`src/rtl/cnt_pkg.sv`:
```
`timescale 1ns/1ps
package cnt_pkg;
  localparam int STAGE_W = 4;

  // Mode of one stage, listed from lowest to highest priority
  typedef enum logic [1:0] {
    MODE_HOLD  = 2'd0,
    MODE_COUNT = 2'd1,
    MODE_LOAD  = 2'd2,
    MODE_CLEAR = 2'd3
  } cnt_mode_e;
endpackage

```
`src/rtl/cnt_mode_dec.sv`:
```
`timescale 1ns/1ps
module cnt_mode_dec
  import cnt_pkg::*;
(
  input  logic      clr_n,
  input  logic      load_n,
  input  logic      cep,
  input  logic      cet,
  output cnt_mode_e mode
);
  // Fixed priority: clear, then load, then count, then hold
  always_comb begin
    if (!clr_n)          mode = MODE_CLEAR;
    else if (!load_n)    mode = MODE_LOAD;
    else if (cep && cet) mode = MODE_COUNT;
    else                 mode = MODE_HOLD;
  end
endmodule

```
`src/rtl/cnt_stage.sv`:
```
`timescale 1ns/1ps
module cnt_stage
  import cnt_pkg::*;
#(
  parameter int W         = STAGE_W,
  parameter bit ASYNC_CLR = 1'b0
) (
  input  logic         clk,
  input  logic         rst_n,
  input  logic         load_n,
  input  logic         cep,
  input  logic         cet,
  input  logic [W-1:0] din,
  output logic [W-1:0] q,
  output logic         tc
);
  localparam logic [W-1:0] TOP_VAL = '1;

  cnt_mode_e    mode;
  logic [W-1:0] q_next;

  cnt_mode_dec u_dec (
    .clr_n (rst_n),
    .load_n(load_n),
    .cep   (cep),
    .cet   (cet),
    .mode  (mode)
  );

  always_comb begin
    unique case (mode)
      MODE_CLEAR: q_next = '0;
      MODE_LOAD:  q_next = din;
      MODE_COUNT: q_next = q + W'(1);
      default:    q_next = q;
    endcase
  end

  generate
    if (ASYNC_CLR) begin : g_async
      always_ff @(posedge clk or negedge rst_n) begin
        if (!rst_n) q <= '0;
        else        q <= q_next;
      end

      AST_ASYNC_CLEAR: assert property (@(posedge clk) !rst_n |-> q == '0);
    end else begin : g_sync
      always_ff @(posedge clk) begin
        q <= q_next;
      end

      AST_SYNC_CLEAR: assert property (@(posedge clk) !rst_n |=> q == '0);
    end
  endgenerate

  // Terminal count: combinational from cet
  assign tc = cet && (q == TOP_VAL);

  AST_WRAP_TO_ZERO: assert property (@(posedge clk) disable iff (!rst_n)
    (load_n && cep && cet && q == TOP_VAL) |=> q == '0);
  AST_LOAD_TAKES_DATA: assert property (@(posedge clk) disable iff (!rst_n)
    !load_n |=> q == $past(din));
  AST_HOLD_WHEN_IDLE: assert property (@(posedge clk) disable iff (!rst_n)
    (load_n && !(cep && cet)) |=> $stable(q));
endmodule

```
`src/rtl/casc_counter.sv`:
```
`timescale 1ns/1ps
module casc_counter
  import cnt_pkg::*;
#(
  parameter int NUM_STAGES = 2,
  parameter bit ASYNC_CLR  = 1'b0
) (
  input  logic                          clk,
  input  logic                          rst_n,
  input  logic                          load_n,
  input  logic [STAGE_W*NUM_STAGES-1:0] din,
  input  logic                          cnt_en_p,
  input  logic                          cnt_en_t,
  output logic [STAGE_W*NUM_STAGES-1:0] q,
  output logic                          tc
);
  localparam int W = STAGE_W * NUM_STAGES;

  // carry[i] is the trickle enable of stage i; carry[NUM_STAGES] is the final tc
  logic [NUM_STAGES:0] carry;
  assign carry[0] = cnt_en_t;

  generate
    for (genvar i = 0; i < NUM_STAGES; i++) begin : g_stage
      cnt_stage #(
        .W        (STAGE_W),
        .ASYNC_CLR(ASYNC_CLR)
      ) u_stage (
        .clk   (clk),
        .rst_n (rst_n),
        .load_n(load_n),
        .cep   (cnt_en_p),
        .cet   (carry[i]),
        .din   (din[i*STAGE_W +: STAGE_W]),
        .q     (q[i*STAGE_W +: STAGE_W]),
        .tc    (carry[i+1])
      );
    end
  endgenerate

  assign tc = carry[NUM_STAGES];

  AST_TC_ALL_ONES: assert property (@(posedge clk) disable iff (!rst_n)
    tc |-> (cnt_en_t && (&q)));
  AST_CHAIN_STEP: assert property (@(posedge clk) disable iff (!rst_n)
    (load_n && cnt_en_p && cnt_en_t) |=> q == $past(q) + W'(1));
endmodule

```
`config.mk`:
```
export PLATFORM = sky130hd
export DESIGN_NAME = casc_counter
export DESIGN_NICKNAME = d
export VERILOG_FILES = /design/src/rtl/cnt_pkg.sv /design/src/rtl/cnt_mode_dec.sv /design/src/rtl/cnt_stage.sv /design/src/rtl/casc_counter.sv
export SDC_FILE = /design/constraint.sdc
export NUM_CORES = 1
export LEC_CHECK = 0
export CAP_MARGIN = 20
export CORE_MARGIN = 2
export CORE_UTILIZATION = 25
export CTS_CLUSTER_SIZE = 25
export DETAILED_ROUTE_END_ITERATION = 6
export GPL_TIMING_DRIVEN = 0
export HOLD_SLACK_MARGIN = 0.15
export PLACE_DENSITY_LB_ADDON = 0.3
export SLEW_MARGIN = 10
export SYNTH_ARGS = -nofsm -noshare
export SYNTH_HDL_FRONTEND = slang
export SYNTH_SLANG_ARGS = --single-unit
```
`constraint.sdc`:
```
create_clock -name clk -period 1.7 [get_ports clk]
set_input_delay 0.51 -clock clk [delete_from_list [all_inputs] [get_ports clk]]
set_output_delay 0.51 -clock clk [all_outputs]
set_load 0.005 [all_outputs]
```
==> results of run 1 <==
==> through the flow <==
stage | total power, µW | utilization | area (µm²) | std cells
6_report | 528 | 0.488 | 843 | 102
5_1_grt | 552 | 0.488 | 843 | 102
4_1_cts | 523 | 0.475 | 820 | 100
3_5_place_dp | 351 | 0.405 | 699 | 86
3_3_place_gp | 350 | 0.405 | 699 | 86
2_1_floorplan | 283 | - | 458 | 40
==> layer usage <==
metal	GRT usage	part of all wire
met2	0.181	0.50
met3	0.0115	0.028
met5	0	0
met4	0.117	0.026
met1	0.138	0.45
==> logic make-up (layout without fill, tap and decap cells) <==
kind of cell,Yosys count,in the layout,share of synthesized area
adder cells (fa/ha/maj),2,2,0.0546
AND/OR/NAND/NOR,15,15,0.169
XOR/XNOR,4,4,0.0765
AO/OA/AOI/OAI,9,9,0.142
buffers and inverters,2,39,0.0328
flip-flops,8,8,0.525
==> synth_stat cells, drive strengths merged <==
| cell type | instances | share of area |
|---|---|---|
| a22o | 3 | 0.066 |
| buf | 1 | 0.025 |
| edfxtp | 8 | 0.52 |
| ha | 2 | 0.055 |
| inv | 1 | 0.0082 |
| nand2 | 6 | 0.049 |
| nand3 | 4 | 0.044 |
| nand4 | 2 | 0.041 |
| nor2 | 2 | 0.022 |
| nor2b | 1 | 0.014 |
| o211ai | 1 | 0.016 |
| o21ai | 4 | 0.044 |
| o31ai | 1 | 0.016 |
| xnor2 | 2 | 0.038 |
| xor2 | 2 | 0.038 |
==> worst max path at each step <==
stage                                            from                                end  slack, ns  cells past startpoint
floorplan           g_stage[0].u_stage.q[0]$_DFFE_PP_  g_stage[1].u_stage.q[0]$_DFFE_PP_       0.31                      3
global placement                             cnt_en_t                                 tc      -0.55                      4
detailed placement                           cnt_en_t                                 tc      -0.54                      4
CTS                 g_stage[1].u_stage.q[0]$_DFFE_PP_                                 tc      -0.04                      4
global route        g_stage[0].u_stage.q[0]$_DFFE_PP_                               q[0]      -0.01                      3
finish              g_stage[0].u_stage.q[0]$_DFFE_PP_                               q[0]       0.02                      3
==> power by group <==
part / switching [µW] / internal [µW]
logic: 44.8 / 84.4
registers: 13.1 / 235
clock network: 69.8 / 81.2
total: 128 / 400
==> what timing repair did <==
| item | in CTS | in global routing |
|---|---|---|
| pin swaps | 2 | 3 |
| gates resized for setup | 14 | 5 |
| hold endpoints to repair | 0 | 0 |
| cloned | 0 | 0 |
| endpoints found under the setup margin | 4 | 2 |
| setup buffers | 11 | 2 |
==> critical path: stages (launching register included) <==
cell,delay (ns)
sky130_fd_sc_hd__edfxtp_1,0.44
sky130_fd_sc_hd__buf_4,0.16
sky130_fd_sc_hd__buf_4,0.13
sky130_fd_sc_hd__clkdlybuf4s15_1,0.19
==> cell type report <==
cell class,instances,area [µm²],share of cell area
Multi-Input combinational cell,30,230,0.273
Buffer,1,11.3,0.0134
Tap cell,25,31.3,0.0371
Sequential cell,8,240,0.285
Timing Repair Buffer,34,304,0.361
Clock buffer,3,22.5,0.0267
Inverter,1,3.75,0.00445
==> impl_summary.txt, run 1 <==
----------------------------------------------------
[Outcome]
  Outcome ... completed

[Critical path]
  Arr. time, crit path ... 1.17 ns
  Startpoint-to-endpoint class of the critical path ... reg2out
  Worst reg-to-reg path cell count ... 4
  Maximum net fanout on the critical path ... 3
  Crit path launch type ... register
  Reg2reg start ... g_stage[0].u_stage.q[0]$_DFFE_PP_
  Required time of the critical path ... 1.19 ns
  Kind of end point of the critical path ... output pin
  Crit Reg-Reg Endpoint ... g_stage[1].u_stage.q[1]$_DFFE_PP_
  Reg-to-reg setup timing slack ... 0.16 ns

[Floorplan]
  Std-Cell Rows ... 15
  Die Height ... 46.8 µm
  Total die area ... 2190 µm²
  Die span in x ... 46.8 µm
  Area inside the core boundary ... 1730 µm²
  Number of top-level pins ... 22
  Initial Util ... 0.265

[Power and ir drop]
  PwrDens ... 626 nW/µm²
  Leakage power ... 0.000356 µW
  Peak supply drop ... 0.315 mV

[Cells and area]
  Diode insertion count for antenna repair ... 0
  Max reg flops ... 8
  Most common cell after layout, fill and taps aside ... sky130_fd_sc_hd__clkdlybuf4s50_1
  Largest registers ... g_stage.u_stage.q x8
  Share of layout cells above drive strength 1 ... 0.338
  Largest Register ... g_stage.u_stage.q
  Relative area change from synthesis to final layout ... 84.2%
  Most frequent cells in the layout ... sky130_fd_sc_hd__clkdlybuf4s50_1, sky130_fd_sc_hd__buf_4, sky130_fd_sc_hd__edfxtp_1
  Number of filler cells placed in the layout ... 170
  Final nets ... 94

[Placed design]
  Setup WS pre-CTS ... -0.541 ns
  Placer's final routability congestion estimate ... 0.684
  Count of input and output buffers ... 21
  HPWL after detailed placement ... 786 µm

[CTS]
  Clock sink count ... 8
  Max H-tree Level ... 1
  Total CTS buffers ... 3
  Clock latency at the later pin of the worst-skew pair ... 0.26 ns
  Clock root cell ... sky130_fd_sc_hd__clkbuf_4
  CTS tree ... built
  Post-CTS Hold Fix Bufs ... 0
  Number of buffers between clock root and the deepest sink ... 2
  Clock edge transition at the registers on the reported setup and hold paths ... 0.06 ns

[STA]
  Number of pins with negative max-slew slack in the final report ... 0
  Final setup viols ... 0
  Final period utilization ... 0.990
  Smallest hold slack ... 0.724 ns
  Worst slew margin relative to its limit ... 0.711
  Summed negative setup slack over all endpoints ... 0 ns
  Final critical-path setup slack ... 0.0176 ns
  Worst slew pin tran ... 0.432 ns
  RSZ-0062 raised after global routing ... true
  Min cycle time layout ... 1.68 ns
  Clk_skew ... 0.00230 ns
  Final hold violation count ... 0
  Highest clock rate ... 594 MHz

[Logic synthesis]
  Synth Area per Inst ... 11.4 µm²
  Number of library cell types mapped by synthesis ... 17
  Post-synthesis instance area ... 458 µm²
  Synthesized netlist net count ... 55
  Proportion of synthesized chip area in sequential cells ... 0.525
  Gate Count Post-Synth ... 40
  Synthesis warning total ... 0
  Synthesized flop and latch total ... 8

[Routing]
  Number of design rule violations left after detail routing ... 0
  Vias ... 452
  Vias per cell ... 4.43
  Residual antenna-violating net count after detailed routing ... 0
  Detailed Route Iter0 Violations ... 6
  Total routed wirelength ... 1210 µm
  DR pass1 iterations ... 4
  Average wire length per cell after detail routing ... 11.8 µm

[Flow run]
  Count of max-cap constraint violations ... 0

[GRT]
  Vias in the first global route ... 385
  Wire length of the first global-routing pass ... 1680 µm
  Global route total overflow ... 0
  Initial antenna violation count ... 0
  Overall fraction of global-route tracks in use ... 0.117
  Largest net degree at the start of global routing ... 9

[Min path]
  Cell depth of the worst hold path ... 2
  Hold_sp ... g_stage[1].u_stage.q[1]$_DFFE_PP_
  Capture endpoint of the worst hold path ... g_stage[1].u_stage.q[1]$_DFFE_PP_
  Tightest Hold Check Type ... reg2reg

----------------------------------------------------
No activity file was read; power rests on OpenSTA's default activity.
==> run 2, diff against run 1 <==
--- a/config.mk
+++ b/config.mk
@@ -5,11 +5,10 @@
 export SDC_FILE = /design/constraint.sdc
 export NUM_CORES = 1
 export LEC_CHECK = 0
-export CAP_MARGIN = 20
-export CORE_MARGIN = 2
-export CORE_UTILIZATION = 25
+export CORE_AREA = 2 2 39 41
 export CTS_CLUSTER_SIZE = 25
 export DETAILED_ROUTE_END_ITERATION = 6
+export DIE_AREA = 0 0 41 43
 export GPL_TIMING_DRIVEN = 0
 export HOLD_SLACK_MARGIN = 0.15
 export PLACE_DENSITY_LB_ADDON = 0.3
==> run 2 against run 1 <==
Utilization increased by 8.1 points; sequential power is essentially flat; via count is 5.3% lower; cell count is 13% lower; die area decreased by 20%; non-clock buffer count fell by 4; hold slack lost 0.058 ns; critical path depth shrank 2.
==> impl_summary.txt, run 2 (synthesis gave the netlist of run 1 again) <==
----------------------------------------------------
[Outcome]
  Outcome ... completed

[Critical path]
  Critical path's slowest cell ... sky130_fd_sc_hd__clkdlybuf4s50_1
  Startpoint of the worst setup timing path ... g_stage[1].u_stage.q[3]$_DFFE_PP_
  Reg-to-reg setup timing slack ... 0.15 ns
  Kind of end point of the critical path ... output pin
  Largest delay share family, worst path ... buffers and inverters
  Crit path launch type ... register
  Worst setup path endpoint ... q[7]
  Critical Path Max Stage Delay ... 0.52 ns
  Maximum net fanout on the critical path ... 3
  Worst path bufs/invs ... 1
  Arr. time, crit path ... 1.15 ns
  Worst reg-to-reg path cell count ... 4
  Chain of cells forming the critical path ... clkdlybuf4s50_1
  Required time of the critical path ... 1.19 ns
  Startpoint-to-endpoint class of the critical path ... reg2out
  Number of gates on the worst path with buffers counted ... 1
  Crit Reg-Reg Endpoint ... g_stage[1].u_stage.q[2]$_DFFE_PP_
  Reg2reg start ... g_stage[0].u_stage.q[0]$_DFFE_PP_

[Placed design]
  Count of input and output buffers ... 21
  HPWL after detailed placement ... 776 µm
  Placer's final routability congestion estimate ... 0.735
  Cell total after placement ... 77
  Placed instance area ... 688 µm²

[Cells and area]
  Share of layout cells above drive strength 1 ... 0.301
  Diode insertion count for antenna repair ... 0
  Max reg flops ... 8
  Largest Register ... g_stage.u_stage.q
  Number of filler cells placed in the layout ... 133
  Relative area change from synthesis to final layout ... 72.1%
  Final nets ... 90
  Total non-filler cell area in the finished layout ... 788 µm²
  Fin cells ... 89
  Largest registers ... g_stage.u_stage.q x8
  Most common cell after layout, fill and taps aside ... sky130_fd_sc_hd__clkdlybuf4s50_1
  Most frequent cells in the layout ... sky130_fd_sc_hd__clkdlybuf4s50_1, sky130_fd_sc_hd__buf_4, sky130_fd_sc_hd__edfxtp_1

[Routing]
  Wire length on met2 ... 570 µm
  Detailed Route Iter0 Violations ... 1
  Residual antenna-violating net count after detailed routing ... 0
  Vias per cell ... 4.81
  Number of design rule violations left after detail routing ... 0
  DR pass1 iterations ... 2
  Vias ... 428
  Sum of met3 wire segment lengths after detailed routing ... 70 µm
  Average wire length per cell after detail routing ... 12.7 µm
  Wl on met1 ... 490 µm
  Total routed wirelength ... 1130 µm
  Top routing layer used ... met3

[Min path]
  Tightest Hold Check Type ... reg2reg

[STA]
  Worst slew pin tran ... 0.442 ns
  Summed negative setup slack over all endpoints ... 0 ns
  Highest clock rate ... 601 MHz
  Final period utilization ... 0.979
  Final hold violation count ... 0
  Clk_skew ... 0.000986 ns
  RSZ-0062 raised after global routing ... true
  Min cycle time layout ... 1.66 ns
  Worst slew margin relative to its limit ... 0.704
  Number of pins with negative max-slew slack in the final report ... 0
  Smallest hold slack ... 0.666 ns
  Final setup viols ... 0

[Power and ir drop]
  Switching power as a share of total power ... 0.234
  Clock power frac ... 0.288
  Net switching power ... 120 µW
  PwrDens ... 648 nW/µm²
  Flop pwr share ... 0.483
  Cell Int Power ... 391 µW
  Combinational power share ... 0.229
  Leakage power ... 0.000332 µW
  Peak supply drop ... 0.358 mV

[GRT]
  Largest net degree at the start of global routing ... 9
  Global route total overflow ... 0
  Overall fraction of global-route tracks in use ... 0.139
  Vias in the first global route ... 380
  Wire length of the first global-routing pass ... 1610 µm
  Initial antenna violation count ... 0

[CTS]
  Clock edge transition at the registers on the reported setup and hold paths ... 0.06 ns
  Clock latency at the later pin of the worst-skew pair ... 0.25 ns
  Total CTS buffers ... 3
  Max H-tree Level ... 1
  Clock root cell ... sky130_fd_sc_hd__clkbuf_4
  Number of buffers between clock root and the deepest sink ... 2
  Clock sink count ... 8
  CTS tree ... built

[Floorplan]
  Die span in x ... 41 µm
  Die Height ... 43 µm
  Initial Util ... 0.331
  Total die area ... 1760 µm²
  Std-Cell Rows ... 14
  Number of top-level pins ... 22
  Area inside the core boundary ... 1380 µm²

[Flow run]
  Count of max-cap constraint violations ... 0

----------------------------------------------------
[run 2: cell count changes in the layout (fill, tap and decap cells not counted), sizes merged]
| cell | before | now |
|---|---|---|
| buf | 15 | 11 |
| clkdlybuf4s50 | 13 | 15 |
| clkdlybuf4s15 | 2 | 0 |
[run 2: worst reg2reg max path, stage by stage, from the launching register on]
cell and delay [ns]:
sky130_fd_sc_hd__edfxtp_1 0.36, sky130_fd_sc_hd__ha_2 0.21, sky130_fd_sc_hd__nand3_4 0.08, sky130_fd_sc_hd__buf_4 0.15, sky130_fd_sc_hd__o211ai_1 0.39
[run 2: area by class of cell]
class | instances | area (µm²) | share of cell area
timing repair buffer | 30 | 270 | 0.343
sequential | 8 | 240 | 0.305
multi-input combinational | 30 | 220 | 0.279
clock buffer | 3 | 22.5 | 0.0286
tap | 16 | 20.0 | 0.0254
buffer | 1 | 11.3 | 0.0143
inverter | 1 | 3.75 | 0.00476
[run 2: worst min path at each step]
stage	start	endpoint	slack, ns	cells past startpoint
6_report	g_stage[1].u_stage.q[0]$_DFFE_PP_	g_stage[1].u_stage.q[0]$_DFFE_PP_	0.67	1
5_1_grt	g_stage[1].u_stage.q[0]$_DFFE_PP_	g_stage[1].u_stage.q[0]$_DFFE_PP_	0.68	1
4_1_cts	g_stage[1].u_stage.q[0]$_DFFE_PP_	g_stage[1].u_stage.q[0]$_DFFE_PP_	0.67	1
3_5_place_dp	g_stage[0].u_stage.q[0]$_DFFE_PP_	g_stage[0].u_stage.q[0]$_DFFE_PP_	0.65	1
3_3_place_gp	g_stage[0].u_stage.q[0]$_DFFE_PP_	g_stage[0].u_stage.q[0]$_DFFE_PP_	0.65	1
2_1_floorplan	g_stage[1].u_stage.q[0]$_DFFE_PP_	g_stage[1].u_stage.q[0]$_DFFE_PP_	0.63	1
[run 2: layer usage]
| metal | vias to the layer above | track usage |
|---|---|---|
| met5 | - | 0 |
| met4 | 0 | 0.0800 |
| met3 | 0 | 0.0314 |
| met2 | 12 | 0.203 |
| met1 | 197 | 0.180 |
| li1 | 219 | - |
[run 2: power groups by stage]
| stage | combinational [µW] | clock [µW] | sequential [µW] |
|---|---|---|---|
| after global placement | 95.9 | 0 | 253 |
| after CTS | 115 | 153 | 247 |
| after detailed placement | 97.4 | 0 | 254 |
| after floorplan | 30.6 | 0 | 252 |
| final | 117 | 147 | 247 |
| after global routing | 128 | 158 | 249 |
[run 2: stage by stage]
step	power, µW	util	setup slack, ns
after CTS	516	0.567	-0.0560
after global placement	349	0.497	-0.536
after global routing	534	0.570	-0.0262
after detailed placement	351	0.497	-0.534
final	511	0.570	0.0354
after floorplan	283	-	0.308
[run 2: repair_timing]
| item | CTS | global route |
|---|---|---|
| setup buffers | 8 | 1 |
| hold buffers | 0 | 0 |
| endpoints found under the setup margin | 3 | 2 |
| resized for setup | 11 | 2 |
| pin swaps | 2 | 2 |
